$ cat config.mk
export PLATFORM = sky130hd
export DESIGN_NAME = oc_fault_sequencer
export DESIGN_NICKNAME = d
export VERILOG_FILES = /design/src/rtl/ofs_pkg.sv /design/src/rtl/ofs_sync.sv /design/src/rtl/ofs_timer.sv /design/src/rtl/oc_fault_sequencer.sv
export SDC_FILE = /design/constraint.sdc
export NUM_CORES = 1
export LEC_CHECK = 0
export BUFFER_PORTS_ARGS = -buffer_cell sky130_fd_sc_hd__buf_2
export CAP_MARGIN = 0
export CORE_UTILIZATION = 30
export CTS_CLUSTER_SIZE = 16
export DETAILED_ROUTE_END_ITERATION = 12
export GPL_TIMING_DRIVEN = 1
export PLACE_DENSITY = 0.43
export SETUP_SLACK_MARGIN = 0.2
export SYNTH_ARGS = -nofsm -noshare
export SYNTH_HDL_FRONTEND = slang
export SYNTH_HIERARCHICAL = 1
export SYNTH_SLANG_ARGS = --single-unit
$ cat constraint.sdc
create_clock -name clk -period 2.26 [get_ports clk]
set_input_delay 0.226 -clock clk [delete_from_list [all_inputs] [get_ports clk]]
set_output_delay 0.226 -clock clk [all_outputs]
set_load 0.1 [all_outputs]
$ cat src/rtl/ofs_pkg.sv
package ofs_pkg;

   // One-hot controller states
   typedef enum logic [5:0] {
      ST_OFF   = 6'b000001,
      ST_BLANK = 6'b000010,
      ST_ON    = 6'b000100,
      ST_LIMIT = 6'b001000,
      ST_FAULT = 6'b010000,
      ST_HOT   = 6'b100000
   } ofs_state_e;

   // Positions of the status inputs in the synchroniser vector
   localparam int IN_W    = 5;
   localparam int IX_SUP  = 0;
   localparam int IX_EN   = 1;
   localparam int IX_ILIM = 2;
   localparam int IX_FET  = 3;
   localparam int IX_OT   = 4;

endpackage

$ cat src/rtl/ofs_sync.sv
module ofs_sync #(
   parameter int WIDTH  = 1,
   parameter int STAGES = 2
) (
   input  logic             clk,
   input  logic             rst,
   input  logic [WIDTH-1:0] d,
   output logic [WIDTH-1:0] q
);

   logic [STAGES-1:0][WIDTH-1:0] stg;

   always_ff @(posedge clk) begin
      if (rst) stg <= '0;
      else     stg <= {stg[STAGES-2:0], d};
   end

   assign q = stg[STAGES-1];

endmodule

$ cat src/rtl/ofs_timer.sv
module ofs_timer #(
   parameter int unsigned CYCLES = 2
) (
   input  logic clk,
   input  logic rst,
   input  logic start,
   output logic done
);

   localparam int CW = $clog2(CYCLES + 1);

   logic [CW-1:0] cnt;

   always_ff @(posedge clk) begin
      if (rst)               cnt <= '0;
      else if (start)        cnt <= CW'(CYCLES - 1);
      else if (cnt != '0)    cnt <= cnt - CW'(1);
   end

   assign done = (cnt == '0);

endmodule

$ cat src/rtl/oc_fault_sequencer.sv
module oc_fault_sequencer #(
   parameter int unsigned CLK_HZ       = 1_000_000,
   parameter int unsigned LIMIT_CYCLES = CLK_HZ / 1000 * 12,
   parameter int unsigned RETRY_CYCLES = CLK_HZ,
   parameter bit          ENABLE_HIGH  = 1'b1,
   parameter bit          AUTO_RETRY   = 1'b0,
   parameter int          SYNC_STAGES  = 2
) (
   input  logic clk,
   input  logic rst,
   input  logic supply_ok,
   input  logic enable_in,
   input  logic ilim_active,
   input  logic fet_enhanced,
   input  logic over_temp,
   output logic switch_on,
   output logic discharge,
   output logic fault_n
);
   import ofs_pkg::*;

   // Elaboration-time parameter checks
   if (LIMIT_CYCLES < 2) begin : g_bad_limit
      $error("LIMIT_CYCLES must be at least 2");
   end
   if (RETRY_CYCLES < 2) begin : g_bad_retry
      $error("RETRY_CYCLES must be at least 2");
   end
   if (SYNC_STAGES < 2) begin : g_bad_sync
      $error("SYNC_STAGES must be at least 2");
   end

   // Input synchronisation
   logic [IN_W-1:0] raw_in, syn_in;
   assign raw_in[IX_SUP]  = supply_ok;
   assign raw_in[IX_EN]   = enable_in;
   assign raw_in[IX_ILIM] = ilim_active;
   assign raw_in[IX_FET]  = fet_enhanced;
   assign raw_in[IX_OT]   = over_temp;

   ofs_sync #(.WIDTH(IN_W), .STAGES(SYNC_STAGES)) u_sync (
      .clk (clk),
      .rst (rst),
      .d   (raw_in),
      .q   (syn_in)
   );

   logic s_sup, s_en_act, s_ilim, s_fet, s_ot, go;
   assign s_sup  = syn_in[IX_SUP];
   assign s_ilim = syn_in[IX_ILIM];
   assign s_fet  = syn_in[IX_FET];
   assign s_ot   = syn_in[IX_OT];

   if (ENABLE_HIGH) begin : g_en_high
      assign s_en_act = syn_in[IX_EN];
   end else begin : g_en_low
      assign s_en_act = ~syn_in[IX_EN];
   end

   assign go = s_sup & s_en_act;

   // Timers
   ofs_state_e st, nxt;
   logic       lim_start, lim_done, rty_start, rty_done;

   ofs_timer #(.CYCLES(LIMIT_CYCLES)) u_lim_tmr (
      .clk   (clk),
      .rst   (rst),
      .start (lim_start),
      .done  (lim_done)
   );

   if (AUTO_RETRY) begin : g_retry
      ofs_timer #(.CYCLES(RETRY_CYCLES)) u_rty_tmr (
         .clk   (clk),
         .rst   (rst),
         .start (rty_start),
         .done  (rty_done)
      );
   end else begin : g_latch
      assign rty_done = 1'b0;
   end

   // Next-state logic
   always_comb begin
      nxt = st;
      unique case (st)
         ST_OFF:   if (go && !s_ot) nxt = ST_BLANK;
         ST_BLANK: begin
            if (!go)        nxt = ST_OFF;
            else if (s_ot)  nxt = ST_HOT;
            else if (s_fet) nxt = ST_ON;
         end
         ST_ON: begin
            if (!go)         nxt = ST_OFF;
            else if (s_ot)   nxt = ST_HOT;
            else if (s_ilim) nxt = ST_LIMIT;
         end
         ST_LIMIT: begin
            if (!go)           nxt = ST_OFF;
            else if (s_ot)     nxt = ST_HOT;
            else if (!s_ilim)  nxt = ST_ON;
            else if (lim_done) nxt = ST_FAULT;
         end
         ST_FAULT: begin
            if (!go)           nxt = ST_OFF;
            else if (rty_done) nxt = ST_BLANK;
         end
         ST_HOT: begin
            if (!go)       nxt = ST_OFF;
            else if (!s_ot) nxt = ST_BLANK;
         end
         default: nxt = ST_OFF;
      endcase
   end

   assign lim_start = (nxt == ST_LIMIT) && (st != ST_LIMIT);
   assign rty_start = (nxt == ST_FAULT) && (st != ST_FAULT);

   // State and fault flag registers
   logic fault_hold;

   always_ff @(posedge clk) begin
      if (rst) begin
         st         <= ST_OFF;
         fault_hold <= 1'b0;
      end else begin
         st <= nxt;
         if (nxt == ST_FAULT)                 fault_hold <= 1'b1;
         else if (nxt == ST_OFF)              fault_hold <= 1'b0;
         else if (st == ST_ON && !s_ilim)     fault_hold <= 1'b0;
      end
   end

   // Outputs
   assign switch_on = (st == ST_BLANK) || (st == ST_ON) || (st == ST_LIMIT);
   assign discharge = ~switch_on;
   assign fault_n   = ~fault_hold;

endmodule

# Word-level counts from Yosys, hierarchy flattened

Cells that the tools add are included.

Input bits: 7
Output and inout bits: 3
Register bits after elaboration: 31
Logic and storage cells: 52

Add/sub/neg operators: 1
Equal/unequal tests: 10
Reductions and logical operators: 12
Bitwise logic cells: 3
Mux-type cells: 20

Operators with widths:

| cell                  | count |
|---|---|
| $mux 6                | 14 |
| $pmux 6 s6            | 1 |
| $mux 14               | 2 |
| $logic_not 14->1      | 1 |
| $reduce_bool 14->1    | 1 |
| $sub 14x1->14 const B | 1 |
| $eq 6x1->1 const B    | 2 |
| $eq 6x4->1 const B    | 2 |
| $eq 6x5->1 const B    | 2 |
| $eq 6x2->1 const B    | 1 |
| $eq 6x3->1 const B    | 1 |
| $eq 6x6->1 const B    | 1 |
| $ne 6x4->1 const B    | 1 |
| $logic_and 1x1->1     | 3 |
| $mux 1                | 3 |
| $reduce_bool 3->1     | 1 |
| $logic_not 1->1       | 2 |
| $logic_or 1x1->1      | 2 |
| $not 1->1             | 2 |
| $reduce_bool 2->1     | 1 |
| $reduce_or 2->1       | 1 |
| $and 1x1->1           | 1 |

# Longest topological paths before layout

Word-level depth: 9
Mapped depth: 9
Depth with buffers taken out: 9

# Hierarchy

The synthesis kept the hierarchy.

Modules (own cells, without submodules):

| module             | area each (um2) | cells an instance | instances |
|---|---|---|---|
| ofs_timer          | 760.7           | 92                | 1 |
| oc_fault_sequencer | 523.0           | 64                | 1 |
| ofs_sync           | 300.3           | 25                | 1 |

# Worst setup path before layout

OpenSTA, ideal clock, no wires.

Kind: flip-flop to output port
Start point: register st[2]
End point: output discharge
Data required time: 2034 ps
Data arrival time: 2535 ps
Stages on the path, launching flop included: 6
Slack: -501 ps
Buffers on the path: 1
Cells stage by stage: dfxtp_1 buf_6 and2b_2 nand3_1 nand3_1 inv_1

Cells in the longest elaborated chain, start to end: 4
Elaborated cells between the ends (all ways): 6
Classes of those cells: 3 x eq/ne; 1 x bitwise; 2 x reduce/logical

Ends and longest elaborated chain:

| item                                            | RTL line                  | RTL |
|---|---|---|
| from (decl)                                     | oc_fault_sequencer.sv:63  | `ofs_state_e st, nxt;` |
| from (signal assigned)                          | oc_fault_sequencer.sv:128 | `st <= nxt;` |
| $eq 6x2->1 / $eq 6x3->1 (equally long branches) | oc_fault_sequencer.sv:136 | `assign switch_on = (st == ST_BLANK) \|\| (st == ST_ON) \|\| (st == ST_LIMIT);` |
| $logic_or 1x1->1                                | oc_fault_sequencer.sv:136 |  |
| $logic_or 1x1->1 *                              | oc_fault_sequencer.sv:136 |  |
| named net switch_on                             | oc_fault_sequencer.sv:16  | `output logic switch_on,` |
| $not 1->1 *                                     | oc_fault_sequencer.sv:137 | `assign discharge = ~switch_on;` |
| to (decl)                                       | oc_fault_sequencer.sv:17  | `output logic discharge,` |

The timed path passes the listed nets; every way through them passes the cells marked *.

# Final worst setup path

Start point: register st[2]
End point: output discharge

Cells in the longest elaborated chain, start to end: 4
Elaborated cells between the ends (all ways): 6
Classes of those cells: 3 x eq/ne; 1 x bitwise; 2 x reduce/logical

Ends and longest elaborated chain:

| item                                            | RTL line |
|---|---|
| $eq 6x2->1 / $eq 6x3->1 (equally long branches) | oc_fault_sequencer.sv:136 |
| $logic_or 1x1->1                                | oc_fault_sequencer.sv:136 |
| $logic_or 1x1->1 *                              | oc_fault_sequencer.sv:136 |
| $not 1->1 *                                     | oc_fault_sequencer.sv:137 |

Every way passes the cells marked *; elsewhere a longest branch is shown, timed or not.

==> reports/qor.txt <==
Outcome = complete, no violations
Synth Area in XOR/XNOR = 0.0276
DRC violations left = 0
Vias in the first global route = 1,185
IO Pins = 10
Worst setup margin = 310 ps
Pins Over Slew Limit = 0
Gr usage total = 0.137
Simple-Gate Fraction of Synth Area = 0.329
Initial Utilization = 0.310
Max_cap viols = 0
Most frequent cells in the layout = dfxtp_1, nor2b_1, nor3_1
Post-synth EDFFs = 0
GR Overflow Total = 0
Vias per cell = 5.02
Yosys warning count = 6
Synth Area per Inst = 8.75 um2
Routed len/inst = 12.6 um
Clk Latency, worst-skew pair = 280 ps
Worst Skew = 4.84 ps
Root Buffer = clkbuf_8
Core region area = 5110 um2
CTS tree = done
Max VDD drop = 0.633 mV
Largest net degree at the start of global routing = 27
Post-Synth Adder-Cell Area = 0.00790
Die W = 74.7 um
Rel. slew slack = 0.655
Cts hold-fix bufs = 0
Post-synth top flop = dfxtp_1
Critical Path RT = 2030 ps
Lkg Pwr = 0.708 nW
Synthesized flop and latch total = 31
CP max FO = 8
Area Growth Syn to Fin = 14.0%
Synthesized area = 1580 um2
Number of buffers added on ports = 9
1st-iter DRT viols = 72
Setup TNS = 0 ps
Final Net Count = 198
Reg-to-reg slack, setup = 360 ps
Total number of vias = 1,311
Detailed placement HPWL = 2300 um
Clk slew on worst S/H paths = 70 ps
Pre-antenna DRT Iters = 4
FP Rows = 26
Final cycle utilization of the critical path = 0.863
Initial antenna violation count = 0
Synth Instances = 181
Main combinational cell family by area after synthesis = simple AND/OR/NAND/NOR gates
Arrival @ worst endpoint = 1720 ps
Ys async rst share = 0
Antenna-violating nets left = 0
Post-synthesis compound-gate area fraction = 0.157
RSZ-0062 raised after global routing = false
FMAX = 513 MHz
Clock Tree Buf Depth = 2
Post-Syn Nets = 189
Worst Setup Start Kind = flip-flop
Tmin final = 1950 ps
Most common cell after layout, fill and taps aside = dfxtp_1
Yosys cell types = 52
Critical path class = reg -> out
Worst Tran Pin Value = 513 ps
Pre-CTS setup slack = 377 ps
Share of cells above drive strength 1 = 0.183
Clock Sink Count = 31
Full die area = 5570 um2
RePlAce Congestion = 0.825
Seq/Total Area, Yosys = 0.392
HP Class = in -> reg
Die Y-Extent = 74.7 um
CTS buffer count = 5
First-pass GRT wire length = 5640 um
Element type at the critical path end = output port
Post-Route WL = 3300 um
Setup violators final = 0
Pwr Density = 1240 nW/um2
H-tree levels = 2
Final count of hold timing violations = 0
Post-synthesis mux area share = 0.00632
Antenna Cells = 0
-- synth_stat cells (2+ instances only) --
| library cell | instances | area [um2] |
|---|---|---|
| a21oi_1 | 8 | 40.0 |
| a31oi_1 | 5 | 31.3 |
| and3_1 | 2 | 12.5 |
| nor4_1 | 6 | 37.5 |
| o21ai_0 | 8 | 40.0 |
| buf_2 | 2 | 10.0 |
| or3_1 | 3 | 18.8 |
| buf_4 | 5 | 37.5 |
| inv_1 | 10 | 37.5 |
| xnor2_1 | 2 | 17.5 |
| or4_1 | 2 | 15.0 |
| nor2b_1 | 14 | 87.6 |
| xor2_1 | 3 | 26.3 |
| or2b_1 | 2 | 15.0 |
| nor2_1 | 8 | 30.0 |
| nand3b_1 | 2 | 15.0 |
| nand3_1 | 7 | 35.0 |
| dfxtp_1 | 31 | 621 |
| nand4_1 | 2 | 12.5 |
| a311oi_1 | 2 | 17.5 |
| nand2_1 | 8 | 30.0 |
| a211oi_1 | 4 | 30.0 |
| nor3b_1 | 2 | 15.0 |
| buf_6 | 3 | 33.8 |
| nor3_1 | 13 | 65.1 |
-- repair_timing --
item,in CTS,in global routing
buffers inserted,0,1
resized for setup,2,1
endpoints found under the setup margin,2,3
cloned,0,0
-- through the flow --
| step | instances | util | power (mW) | instance area [um2] | hold slack, ps |
|---|---|---|---|---|---|
| after floorplan | 181 | - | 1.47 | 1600 | 298 |
| after global placement | 252 | 0.328 | 1.63 | 1670 | 422 |
| after detailed placement | 252 | 0.328 | 1.65 | 1670 | 424 |
| after CTS | 260 | 0.352 | 2.23 | 1800 | 139 |
| after global routing | 261 | 0.354 | 2.43 | 1810 | 139 |
| final | 261 | 0.354 | 2.24 | 1810 | 149 |
-- routing by layer --
| layer | vias up | global-route usage | wire length (um) |
|---|---|---|---|
| met2 | 19 | 0.204 | 1440 |
| met1 | 612 | 0.181 | 1690 |
| li1 | 674 | - | - |
| met3 | 6 | 0.0442 | 115 |
| met4 | 0 | 0.0566 | 55 |
| met5 | - | 0 | 0 |
-- final timing paths --
path	start	to	cells after the start
setup / recovery	st[2]	discharge	5
hold / removal	over_temp	u_sync/stg[4]	2
setup reg to reg	u_lim_tmr/cnt[0]	u_lim_tmr/cnt[8]	6
hold reg to reg	u_sync/stg[4]	u_sync/q[4]	1
-- logic make-up after synthesis --
logic type / count (synthesis)
buf+inv: 22
flops: 31
simple gates: 84
fa+ha+maj: 1
mux: 1
xor+xnor: 5
compound gates: 37
-- state kept, by name, indices dropped and copies added (netlist names) --
signal / count
fault_hold: 1
st: 6
u_lim_tmr/cnt: 14
u_sync/q: 5
u_sync/stg: 5
-- final cells by class --
cell class,instances,area (um2)
fillers,538,3300
multi-input cells,128,851
flip-flops and latches,31,621
repair buffers,14,87.6
well taps,70,87.6
clock buffers,6,82.6
inverters,10,41.3
clock inverters,2,35.0
-- power breakdown --
| part | internal (mW) | switching [mW] |
|---|---|---|
| clock network | 0.357 | 0.211 |
| logic | 0.408 | 0.447 |
| registers | 0.663 | 0.155 |
| total | 1.43 | 0.813 |
-- worst max-delay path: stages, from the launching register on --
cell and delay (ps):
dfxtp_1 500, and2b_2 270, nand3_1 200, nand3_4 120, clkinvlp_4 70, buf_4 270
Note: power is estimated with default switching activity, not from simulation.
